<file path="config.mk">
export PLATFORM = sky130hd
export DESIGN_NAME = hub_router
export DESIGN_NICKNAME = d
export VERILOG_FILES = /design/src/rtl/hub_pkg.sv /design/src/rtl/hub_flow_ctrl.sv /design/src/rtl/hub_line_drv.sv /design/src/rtl/hub_router.sv
export SDC_FILE = /design/constraint.sdc
export NUM_CORES = 1
export LEC_CHECK = 0
export CELL_PAD_IN_SITES_DETAIL_PLACEMENT = 0
export CELL_PAD_IN_SITES_GLOBAL_PLACEMENT = 2
export CORE_MARGIN = 5
export CORE_UTILIZATION = 38
export CTS_CLUSTER_DIAMETER = 60
export CTS_CLUSTER_SIZE = 20
export DETAILED_ROUTE_END_ITERATION = 8
export PLACE_DENSITY_LB_ADDON = 0.08
export SYNTH_ARGS = -nofsm -noshare
export SYNTH_HDL_FRONTEND = slang
export SYNTH_SLANG_ARGS = --single-unit
</file>
<file path="constraint.sdc">
create_clock -name clk -period 3.25 [get_ports clk]
set_clock_uncertainty 0.1 [all_clocks]
set_input_delay 0.325 -clock clk [delete_from_list [all_inputs] [get_ports clk]]
set_output_delay 0.325 -clock clk [all_outputs]
set_load 0.005 [all_outputs]
</file>
<file path="src/rtl/hub_pkg.sv">
package hub_pkg;

  typedef enum logic [1:0] {
    FLOW_QUIET = 2'd0,
    FLOW_DOWN  = 2'd1,
    FLOW_UP    = 2'd2
  } flow_e;

endpackage

</file>
<file path="src/rtl/hub_flow_ctrl.sv">
module hub_flow_ctrl
  import hub_pkg::*;
#(
  parameter int N_SLV    = 10,
  parameter int IDLE_CYC = 16
) (
  input  logic             clk,
  input  logic             rst_n,
  input  logic             host_rx,
  input  logic [N_SLV-1:0] slv_rx,
  output logic             dn_en,
  output logic             up_en,
  output logic             fwd_dat
);

  localparam int QW = (IDLE_CYC < 2) ? 1 : $clog2(IDLE_CYC + 1);
  localparam logic [QW-1:0] Q_LAST = QW'(IDLE_CYC - 1);

  flow_e         flow_q, flow_nxt;
  logic [QW-1:0] quiet_q, quiet_nxt;
  logic          up_and, all_hi;

  // Wired-AND of the downstream segments: idle lines read 1
  assign up_and = &slv_rx;
  assign all_hi = host_rx & up_and;

  always_comb begin
    flow_nxt = flow_q;
    case (flow_q)
      FLOW_QUIET: begin
        if (!host_rx)     flow_nxt = FLOW_DOWN;
        else if (!up_and) flow_nxt = FLOW_UP;
      end
      default: begin
        if (all_hi && (quiet_q == Q_LAST)) flow_nxt = FLOW_QUIET;
      end
    endcase
  end

  always_comb begin
    if ((flow_q == FLOW_QUIET) || !all_hi) quiet_nxt = '0;
    else                                   quiet_nxt = quiet_q + 1'b1;
  end

  always_ff @(posedge clk or negedge rst_n) begin
    if (!rst_n) begin
      flow_q  <= FLOW_QUIET;
      quiet_q <= '0;
    end else begin
      flow_q  <= flow_nxt;
      quiet_q <= quiet_nxt;
    end
  end

  // Source selection follows the direction decided this cycle, so the
  // first low bit is forwarded with the same latency as the rest.
  always_comb begin
    dn_en   = (flow_nxt == FLOW_DOWN);
    up_en   = (flow_nxt == FLOW_UP);
    fwd_dat = 1'b1;
    if (dn_en)      fwd_dat = host_rx;
    else if (up_en) fwd_dat = up_and;
  end

endmodule

</file>
<file path="src/rtl/hub_line_drv.sv">
module hub_line_drv #(
  parameter int HOLD_CYC = 4
) (
  input  logic clk,
  input  logic rst_n,
  input  logic en,
  input  logic dat,
  output logic tx,
  output logic de
);

  localparam int HW = (HOLD_CYC < 2) ? 1 : $clog2(HOLD_CYC + 1);
  localparam logic [HW-1:0] H_LOAD = HW'(HOLD_CYC - 1);

  logic          tx_q, de_q, tx_nxt, de_nxt;
  logic [HW-1:0] hold_q, hold_nxt;
  logic          hold_ce;

  always_comb begin
    tx_nxt   = 1'b1;
    de_nxt   = 1'b0;
    hold_nxt = '0;
    if (en) begin
      if (!dat) begin
        tx_nxt = 1'b0;
        de_nxt = 1'b1;
      end else if (de_q && !tx_q) begin
        de_nxt   = 1'b1;
        hold_nxt = H_LOAD;
      end else if (hold_q != '0) begin
        de_nxt   = 1'b1;
        hold_nxt = hold_q - 1'b1;
      end
    end
  end

  // Counter only toggles while it is loaded or being loaded
  assign hold_ce = (hold_q != '0) || (hold_nxt != '0);

  always_ff @(posedge clk or negedge rst_n) begin
    if (!rst_n) begin
      tx_q <= 1'b1;
      de_q <= 1'b0;
    end else begin
      tx_q <= tx_nxt;
      de_q <= de_nxt;
    end
  end

  always_ff @(posedge clk or negedge rst_n) begin
    if (!rst_n)       hold_q <= '0;
    else if (hold_ce) hold_q <= hold_nxt;
  end

  assign tx = tx_q;
  assign de = de_q;

endmodule

</file>
<file path="src/rtl/hub_router.sv">
module hub_router #(
  parameter int N_SLV    = 10,
  parameter int HOLD_CYC = 4,
  parameter int IDLE_CYC = 16
) (
  input  logic             clk,
  input  logic             rst_n,
  input  logic             host_rx,
  output logic             host_tx,
  output logic             host_de,
  input  logic [N_SLV-1:0] slv_rx,
  output logic [N_SLV-1:0] slv_tx,
  output logic [N_SLV-1:0] slv_de
);

  logic dn_en, up_en, fwd_dat;

  hub_flow_ctrl #(
    .N_SLV   (N_SLV),
    .IDLE_CYC(IDLE_CYC)
  ) u_flow (
    .clk    (clk),
    .rst_n  (rst_n),
    .host_rx(host_rx),
    .slv_rx (slv_rx),
    .dn_en  (dn_en),
    .up_en  (up_en),
    .fwd_dat(fwd_dat)
  );

  hub_line_drv #(.HOLD_CYC(HOLD_CYC)) u_host_drv (
    .clk  (clk),
    .rst_n(rst_n),
    .en   (up_en),
    .dat  (fwd_dat),
    .tx   (host_tx),
    .de   (host_de)
  );

  for (genvar g = 0; g < N_SLV; g++) begin : g_slv
    hub_line_drv #(.HOLD_CYC(HOLD_CYC)) u_drv (
      .clk  (clk),
      .rst_n(rst_n),
      .en   (dn_en),
      .dat  (fwd_dat),
      .tx   (slv_tx[g]),
      .de   (slv_de[g])
    );
  end

endmodule

</file>
==> results.sh, run 1 <==
export IMPL_start_util_pct=38.7
export IMPL_yosysSeqAreaShare_pct=54.4
export IMPL_slowest_delay_ns=0.84
export IMPL_reg2reg_from="u_flow.quiet_q[0]$_DFF_PN0_"
export IMPL_synth_area_um2=2440
export IMPL_total_power_mw=1.37
export IMPL_maxCapViolations=0
export IMPL_drt_iter0_markers=65
export IMPL_antenna_left=0
export IMPL_status="finished with violations"
export IMPL_cts_hold_buf=0
export IMPL_areaGrowthSynthToFinish_pct=16.7
export IMPL_routedWlPerCell_um=15.7
export IMPL_clockRootBuffer="clkbuf_8"
export IMPL_ys_ff_latch=53
export IMPL_power_density_nw_per_um2=480
export IMPL_syn_inst=225
export IMPL_rsz0062_at_grt="false"
export IMPL_grt_total_usage_pct=12.5
export IMPL_fmax_mhz=405
export IMPL_r2r_setup_slack_ns=0.78
export IMPL_r2r_end="g_slv[9].u_drv.hold_q[2]$_DFFE_PN0P_"
export IMPL_dieWidth_um=90.2
export IMPL_worstSetupPathType="reg2reg"
export IMPL_vias_per_cell=5.27
export IMPL_layout_cells_non_filler=320
export IMPL_diodes=0
export IMPL_synth_edf_count=0
export IMPL_worstSetupEndpointType="flop"
export IMPL_htreeDepth=2
export IMPL_cts_resized=0
export IMPL_drt_drc_violations_left=0
export IMPL_hpwl_um=3450
export IMPL_crit_chain="ha_1 > and3_1 > ha_1 > inv_1 > o41ai_4 > buf_4 > nor4bb_1"
export IMPL_required_ns=3.33
export IMPL_final_cell_mix="dfrtp_1 (51), clkdlybuf4s50_1 (33), nand2_1 (26)"
export IMPL_yosys_warnings=0
export IMPL_cts_post_setup_buffers_inserted=0
export IMPL_rr_worst_depth=7
export IMPL_layout_commonest_cell="dfrtp_1"
export IMPL_setup_viol=0
export IMPL_startpoint_type="flop"
export IMPL_grt_max_degree=36
export IMPL_whs_ns=-0.00555
export IMPL_place_inst=312
export IMPL_crit_top_cell="ha_1"
export IMPL_fp_dieH_um=90.2
export IMPL_grt_antenna_before_repair=0
export IMPL_rows=29
export IMPL_ios=35
export IMPL_fin_crit_ns=2.47
export IMPL_worst_path_max_delay_cell="o41ai_4"
export IMPL_slew_violations=0
export IMPL_yosysUniqueCellTypes=39
export IMPL_grt_pass1_wl_um=8250
export IMPL_io_buffer_count=34
export IMPL_num_vias=1686
export IMPL_grt_pass1_vias=1702
export IMPL_core_um2=6310
export IMPL_ir_worst_vdd_uv=216
export IMPL_final_util_pct=45.1
export IMPL_violations="negative hold slack"
export IMPL_cts_buffers=5
export IMPL_clk_insertion_delay_late_ns=0.30
export IMPL_hold_viol=6
export IMPL_drive_gt1_share_pct=8.23
export IMPL_place_gp_congestion=0.752
export IMPL_async_flop_share_pct=100
export IMPL_fin_crit_sh_pct=76.1
export IMPL_clock_sinks=53
export IMPL_max_slew_margin_pct=40.8
export IMPL_avgSynthCellArea_um2=10.9
export IMPL_tightest_slew_ns=0.885
export IMPL_syn_nets=240
export IMPL_clk_pin_slew_ns=0.09
export IMPL_tritoncts="yes"
export IMPL_fin_nets=257
export IMPL_fillers=608
export IMPL_critPathArrivalTime_ns=2.56
export IMPL_drt_total_wl_um=5010
export IMPL_hp_class="in2async"
export IMPL_die_area_um2=8130
export IMPL_yosys_most_used_dff="dfrtp_1"
export IMPL_overflow=0
export IMPL_drt_pass1_iter_count=4
export IMPL_cts_max_path_buffers=2
export IMPL_setup_tns_ns=0
export IMPL_path_max_fanout=16
export IMPL_power_static_leakage_nw=1.17
==> worst max path at each step <==
stage                                      startpoint                                   end  slack, ns
after floorplan           u_flow.quiet_q[0]$_DFF_PN0_  g_slv[0].u_drv.hold_q[1]$_DFFE_PN0P_       1.39
after global placement                        host_rx           g_slv[9].u_drv.de$_DFF_PN0_       0.55
after detailed placement                      host_rx           g_slv[9].u_drv.de$_DFF_PN0_       0.56
after CTS                 u_flow.quiet_q[0]$_DFF_PN0_  g_slv[9].u_drv.hold_q[2]$_DFFE_PN0P_       0.75
after global routing      u_flow.quiet_q[0]$_DFF_PN0_  g_slv[9].u_drv.hold_q[2]$_DFFE_PN0P_       0.58
final                     u_flow.quiet_q[0]$_DFF_PN0_  g_slv[9].u_drv.hold_q[2]$_DFFE_PN0P_       0.78
==> power by group <==
| group | switching [mW] | total, mW | internal (mW) |
|---|---|---|---|
| Sequential | 0.0224 | 0.710 | 0.688 |
| Clock | 0.213 | 0.519 | 0.306 |
| Combinational | 0.0673 | 0.139 | 0.0718 |
==> cells by family (layout without fill, tap and decap cells) <==
group	after synthesis	count (layout)	share of synthesized area, %
compound gates	40	40	11.1
xor+xnor	2	2	0.717
fa+ha+maj	2	2	1.02
buf+inv	31	49	8.71
flops	53	53	54.4
simple gates	97	97	24.1
==> layout make-up <==
class | count | area [um2] | share of cell area, %
clock buffer | 5 | 68.8 | 2.41
clock inverter | 3 | 65.1 | 2.28
inverter | 4 | 15.0 | 0.527
multi-input combinational | 141 | 918 | 32.2
sequential | 53 | 1330 | 46.6
tap | 77 | 96.3 | 3.38
timing repair buffer | 37 | 358 | 12.6
==> synth_stat cells (all sizes together), types with 2 or more instances <==
library cell	number	area share, %
nand4b	10	3.6
nor4bb	9	3.7
ha	2	1.0
clkbuf	2	0.31
a31oi	10	2.6
dfstp	2	2.2
dfrtp	51	52
buf	25	7.8
nor3b	10	3.1
nor2	17	2.6
inv	4	0.61
nand4	2	0.77
nor3	2	0.41
a21oi	10	2.0
nand2	26	4.0
a21boi	2	0.61
nand2b	11	2.8
o21bai	11	3.4
o21a	2	0.61
==> sequential cells by signal (all words and copies together) (netlist names) <==
register / cells
u_host_drv.hold_q: 3
u_host_drv.de: 1
g_slv.u_drv.tx: 1
u_flow.quiet_q: 5
g_slv.u_drv.de: 10
u_flow.flow_q: 2
g_slv.u_drv.hold_q: 30
u_host_drv.tx: 1
==> worst max-delay path, delay by kind of cell, from the launching register on <==
family / cells / cell delay (ns)
and+or+nand+nor: 2 / 0.24
adders and majority gates: 2 / 0.36
buffers and inverters: 2 / 0.43
DFF: 1 / 0.38
AOI/OAI and AO/OA: 1 / 0.84
==> metrics by stage <==
| stage | hold WS (ns) | area, um2 | setup WS [ns] |
|---|---|---|---|
| global route | 0.0555 | 2850 | 0.576 |
| global placement | 0.337 | 2720 | 0.555 |
| finish | -0.00555 | 2850 | 0.778 |
| detailed placement | 0.350 | 2720 | 0.565 |
| floorplan | -0.0706 | 2440 | 1.39 |
| CTS | 0.0211 | 2850 | 0.750 |
==> per-layer routing <==
layer / wire (um) / GRT usage, % / up-vias
met5: 0 / 0 / -
met2: 2510 / 21.5 / 35
li1: - / - / 807
met1: 2220 / 15.1 / 836
met3: 206 / 3.51 / 8
met4: 76 / 4.09 / 0
(Power assumes the default switching activity.)
==> inputs of run 2 (changes only) <==
Settings changed: CORE_UTILIZATION 38 to 31.
Clock period 3.25 ns to 2 ns, I/O delays scaled along.
==> run 2 against run 1 <==
Net effect:
- critical path type unchanged
- global-route usage down 1.7 points
- sequential cell count unchanged
- largest cell class unchanged
- the flow now finishes without violations
- critical path depth up 1
- die area up 20%
- largest power group unchanged
- clock-buffer cell count up 1
- cell count up 12%
- setup slack worse by 0.73 ns
==> results.sh, run 2 (synthesis results as in run 1) <==
export IMPL_status="finished clean"
export IMPL_num_vias=1732
export IMPL_grt_antenna_before_repair=0
export IMPL_grt_pass1_vias=1820
export IMPL_crit_chain="ha_1 > and3_1 > ha_1 > inv_1 > o41ai_4 > buf_4 > buf_6 > nor4bb_2"
export IMPL_hp_class="in2async"
export IMPL_fmax_mhz=511
export IMPL_maxCapViolations=0
export IMPL_ir_worst_vdd_uv=259
export IMPL_path_max_fanout=11
export IMPL_cp_depth=8
export IMPL_clockRootBuffer="clkbuf_8"
export IMPL_slew_violations=0
export IMPL_clock_sinks=53
export IMPL_place_inst=345
export IMPL_path_delay_family="simple AND/OR/NAND/NOR gates"
export IMPL_multi_input_area_um2=982
export IMPL_areaGrowthSynthToFinish_pct=22.9
export IMPL_max_slew_margin_pct=68.5
export IMPL_final_cell_mix="dfrtp_1 (51), clkdlybuf4s50_1 (33), nand2_1 (26)"
export IMPL_clk_insertion_delay_late_ns=0.30
export IMPL_start_util_pct=31.8
export IMPL_crit_top_cell="ha_1"
export IMPL_drive_gt1_share_pct=14.1
export IMPL_layout_cells_non_filler=357
export IMPL_cts_buffers=5
export IMPL_place_gp_congestion=0.710
export IMPL_tritoncts="yes"
export IMPL_slowest_delay_ns=0.40
export IMPL_final_setup_worst_slack_ns=0.0440
export IMPL_core_um2=7690
export IMPL_worst_path_max_delay_cell="dfrtp_1"
export IMPL_grt_max_degree=22
export IMPL_seq_area_um2=1330
export IMPL_power_static_leakage_nw=1.24
export IMPL_diodes=0
export IMPL_critPathArrivalTime_ns=2.05
export IMPL_endpoint="g_slv[8].u_drv.hold_q[2]$_DFFE_PN0P_"
export IMPL_fp_dieH_um=98.8
export IMPL_hpwl_um=3650
export IMPL_rows=32
export IMPL_rr_worst_depth=8
export IMPL_total_power_mw=1.99
export IMPL_power_density_nw_per_um2=664
export IMPL_setup_viol=0
export IMPL_cts_max_path_buffers=2
export IMPL_tightest_slew_ns=0.473
export IMPL_drt_total_wl_um=5220
export IMPL_final_util_pct=39.0
export IMPL_dieWidth_um=98.8
export IMPL_reg2reg_from="u_flow.quiet_q[0]$_DFF_PN0_"
export IMPL_ios=35
export IMPL_hold_viol=0
export IMPL_top_register="g_slv.u_drv.hold_q"
export IMPL_grt_pass1_wl_um=8590
export IMPL_overflow=0
export IMPL_grt_total_usage_pct=10.8
export IMPL_fin_crit_sh_pct=97.8
export IMPL_fillers=777
export IMPL_largest_reg_flops=30
export IMPL_place_ws_ns=0.0521
export IMPL_io_buffer_count=34
export IMPL_drt_iter0_markers=35
export IMPL_vias_per_cell=4.85
export IMPL_crit_path_start="u_flow.quiet_q[0]$_DFF_PN0_"
export IMPL_rsz0062_at_grt="true"
export IMPL_routedWlPerCell_um=14.6
export IMPL_htreeDepth=2
export IMPL_r2r_end="g_slv[8].u_drv.hold_q[2]$_DFFE_PN0P_"
export IMPL_die_area_um2=9750
export IMPL_layout_commonest_cell="dfrtp_1"
export IMPL_fin_crit_ns=1.96
export IMPL_drt_drc_violations_left=0
export IMPL_r2r_setup_slack_ns=0.04
export IMPL_startpoint_type="flop"
export IMPL_path_buf_inv=3
export IMPL_worstSetupEndpointType="flop"
export IMPL_drt_pass1_iter_count=4
export IMPL_clk_pin_slew_ns=0.10
export IMPL_required_ns=2.10
export IMPL_worstSetupPathType="reg2reg"
export IMPL_fin_nets=269
export IMPL_antenna_left=0
run 2: cell type report:
class	count	area share [%]
flip-flops and latches	53	44.4
clock inverters	2	0.333
well taps	102	4.25
multi-input cells	141	32.7
repair buffers	49	15.4
inverters	4	0.500
clock buffers	6	2.42
run 2: metrics by stage:
step | cell area [um2] | TNS [ns] | hold WS, ns
final | 3000 | 0 | 0.278
after global routing | 3000 | -0.252 | 0.329
after CTS | 2900 | 0 | 0.294
after detailed placement | 2810 | 0 | 0.0840
after global placement | 2810 | 0 | 0.0766
after floorplan | 2440 | 0 | -0.196
run 2: worst min path at each step:
stage | startpoint | endpoint | slack, ns | depth (start not counted)
CTS | rst_n | g_slv[2].u_drv.hold_q[0]$_DFFE_PN0P_ | 0.29 | 2
detailed placement | rst_n | g_slv[2].u_drv.hold_q[0]$_DFFE_PN0P_ | 0.08 | 1
global placement | rst_n | g_slv[2].u_drv.hold_q[1]$_DFFE_PN0P_ | 0.08 | 1
finish | rst_n | g_slv[2].u_drv.hold_q[0]$_DFFE_PN0P_ | 0.28 | 2
floorplan | rst_n | g_slv[0].u_drv.de$_DFF_PN0_ | -0.20 | 0
global route | rst_n | g_slv[5].u_drv.de$_DFF_PN0_ | 0.33 | 2
run 2: where the power goes:
group          leakage (nW)  internal, mW  switching [mW]
registers             0.666          1.12          0.0355
clock network        0.0450         0.244           0.342
logic                 0.527         0.134           0.120
run 2: worst register-to-register path: cells and delay by family (launching register included):
family / cells / cell delay (ns)
buf+inv: 3 / 0.41
compound gates: 1 / 0.08
simple gates: 2 / 0.45
fa+ha+maj: 2 / 0.42
flops: 1 / 0.40
run 2: routing by layer:
layer  vias to the layer above  wire [um]  track usage [%]
met5                         -          0                0
met4                         0         44             3.26
met3                         6        199             3.11
met2                        39       2610             18.9
met1                       858       2370             12.7
li1                        829          -                -
run 2: timing repair:
action / in CTS / in global routing
buffers inserted: 0 / 2
hold endpoints to repair: 19 / 0
endpoints found under the setup margin: 0 / 40
resized for setup: 0 / 15
hold buffers: 1 / 0
==> inputs of run 3 (changes only) <==
--- a/config.mk
+++ b/config.mk
@@ -11,3 +11,3 @@
 export CORE_UTILIZATION = 31
-export CTS_CLUSTER_DIAMETER = 60
+export CTS_CLUSTER_DIAMETER = 120
 export CTS_CLUSTER_SIZE = 20
--- a/constraint.sdc
+++ b/constraint.sdc
@@ -4,2 +4,2 @@
 set_output_delay 0.2 -clock clk [all_outputs]
-set_load 0.005 [all_outputs]
+set_load 0.01 [all_outputs]
==> run 3 against run 2 <==
Net effect:
- largest cell class unchanged
- sequential cell count unchanged
- critical path type unchanged
- design area shrank 0.29%
- combinational power is 3% higher
==> results.sh, run 3 (synthesis results as in run 1) <==
export IMPL_drt_drc_violations_left=0
export IMPL_tightest_slew_ns=0.470
export IMPL_setup_tns_ns=0
export IMPL_final_cell_mix="dfrtp_1 (51), clkdlybuf4s50_1 (33), nand2_1 (26)"
export IMPL_critPathArrivalTime_ns=2.05
export IMPL_antenna_left=0
export IMPL_hp_class="in2async"
export IMPL_clk_pin_slew_ns=0.10
export IMPL_ios=35
export IMPL_core_um2=7690
export IMPL_setup_viol=0
export IMPL_hpwl_um=3650
export IMPL_fp_dieH_um=98.8
export IMPL_startpoint_type="flop"
export IMPL_maxCapViolations=0
export IMPL_htreeDepth=2
export IMPL_rows=32
export IMPL_overflow=0
export IMPL_path_buf_inv=3
export IMPL_clk_insertion_delay_late_ns=0.30
export IMPL_fin_nets=269
export IMPL_worst_path_max_delay_cell="dfrtp_1"
export IMPL_status="finished clean"
export IMPL_io_buffer_count=34
export IMPL_power_density_nw_per_um2=668
export IMPL_worstSetupPathType="reg2reg"
export IMPL_slew_violations=0
export IMPL_drt_total_wl_um=5180
export IMPL_num_vias=1730
export IMPL_power_static_leakage_nw=1.23
export IMPL_path_delay_family="simple AND/OR/NAND/NOR gates"
export IMPL_drive_gt1_share_pct=14.1
export IMPL_final_util_pct=38.9
export IMPL_largest_reg_flops=30
export IMPL_total_power_mw=2.00
export IMPL_grt_pass1_wl_um=8590
export IMPL_place_gp_congestion=0.710
export IMPL_cts_buffers=5
export IMPL_layout_commonest_cell="dfrtp_1"
export IMPL_dieWidth_um=98.8
export IMPL_slowest_delay_ns=0.40
export IMPL_drt_iter0_markers=29
export IMPL_max_slew_margin_pct=68.7
export IMPL_rsz0062_at_grt="true"
export IMPL_routedWlPerCell_um=14.5
export IMPL_ir_worst_vdd_uv=259
export IMPL_clockRootBuffer="clkbuf_8"
export IMPL_grt_pass1_vias=1820
export IMPL_grt_total_usage_pct=10.8
export IMPL_path_max_fanout=11
export IMPL_fin_crit_sh_pct=97.7
export IMPL_fin_crit_ns=1.95
export IMPL_tritoncts="yes"
export IMPL_worstSetupEndpointType="flop"
export IMPL_fmax_mhz=512
export IMPL_vias_per_cell=4.85
export IMPL_required_ns=2.10
export IMPL_clock_sinks=53
export IMPL_grt_antenna_before_repair=0
export IMPL_crit_chain="ha_1 > and3_1 > ha_1 > inv_1 > o41ai_4 > buf_4 > buf_6 > nor4bb_2"
export IMPL_diodes=0
export IMPL_cts_max_path_buffers=2
export IMPL_start_util_pct=31.8
export IMPL_crit_top_cell="ha_1"
export IMPL_areaGrowthSynthToFinish_pct=22.5
export IMPL_die_area_um2=9750
export IMPL_top_register="g_slv.u_drv.hold_q"
export IMPL_grt_max_degree=22
export IMPL_hold_viol=0
export IMPL_drt_pass1_iter_count=4
## run 3: final timing paths
check | startpoint | endpoint | slack (ns) | cells after the start
hold / removal | rst_n | g_slv[2].u_drv.hold_q[0]$_DFFE_PN0P_ | 0.28 | 2
min in group clk | u_flow.quiet_q[0]$_DFF_PN0_ | u_flow.quiet_q[0]$_DFF_PN0_ | 0.45 | 2
hold reg to reg | u_flow.quiet_q[0]$_DFF_PN0_ | u_flow.quiet_q[0]$_DFF_PN0_ | 0.45 | 2
setup reg to reg | u_flow.quiet_q[0]$_DFF_PN0_ | g_slv[8].u_drv.hold_q[2]$_DFFE_PN0P_ | 0.05 | 8
setup / recovery | u_flow.quiet_q[0]$_DFF_PN0_ | g_slv[8].u_drv.hold_q[2]$_DFFE_PN0P_ | 0.05 | 8
max in group asynchronous | rst_n | u_host_drv.tx$_DFF_PN1_ | 0.85 | 3
## run 3: where the power goes
part           internal [mW]  switching, mW
logic                  0.133          0.128
registers               1.12         0.0354
clock network          0.244          0.341
total                   1.50          0.505
## run 3: what timing repair did
action / in CTS / in global routing
pin swaps: 0 / 1
hold buffers: 1 / 0
endpoints found under the setup margin: 10 / 30
buffers inserted: 0 / 2
resized for setup: 1 / 13
hold endpoints to repair: 19 / 0
gates cloned: 0 / 1
## run 3: layer usage
layer | vias up | wire, um | track usage [%]
met4 | 0 | 44 | 3.26
met1 | 865 | 2350 | 12.7
li1 | 829 | - | -
met2 | 30 | 2610 | 18.9
met3 | 6 | 174 | 3.11
met5 | - | 0 | 0
## run 3: stage by stage
step / instance area, um2 / hold slack [ns] / setup slack [ns] / cells
2_1_floorplan: 2440 / -0.196 / 0.138 / 225
3_3_place_gp: 2810 / 0.0766 / 0.0608 / 345
5_1_grt: 2990 / 0.329 / -0.0370 / 357
4_1_cts: 2900 / 0.294 / 0.00352 / 354
3_5_place_dp: 2810 / 0.0840 / 0.0521 / 345
6_report: 2990 / 0.277 / 0.0462 / 357
## run 3: cell type report
cell class	count	area (um2)
tap	102	128
multi-input combinational	141	973
clock buffer	6	72.6
sequential	53	1330
fill	776	4690
inverter	4	15.0
clock inverter	2	10.0
timing repair buffer	49	462
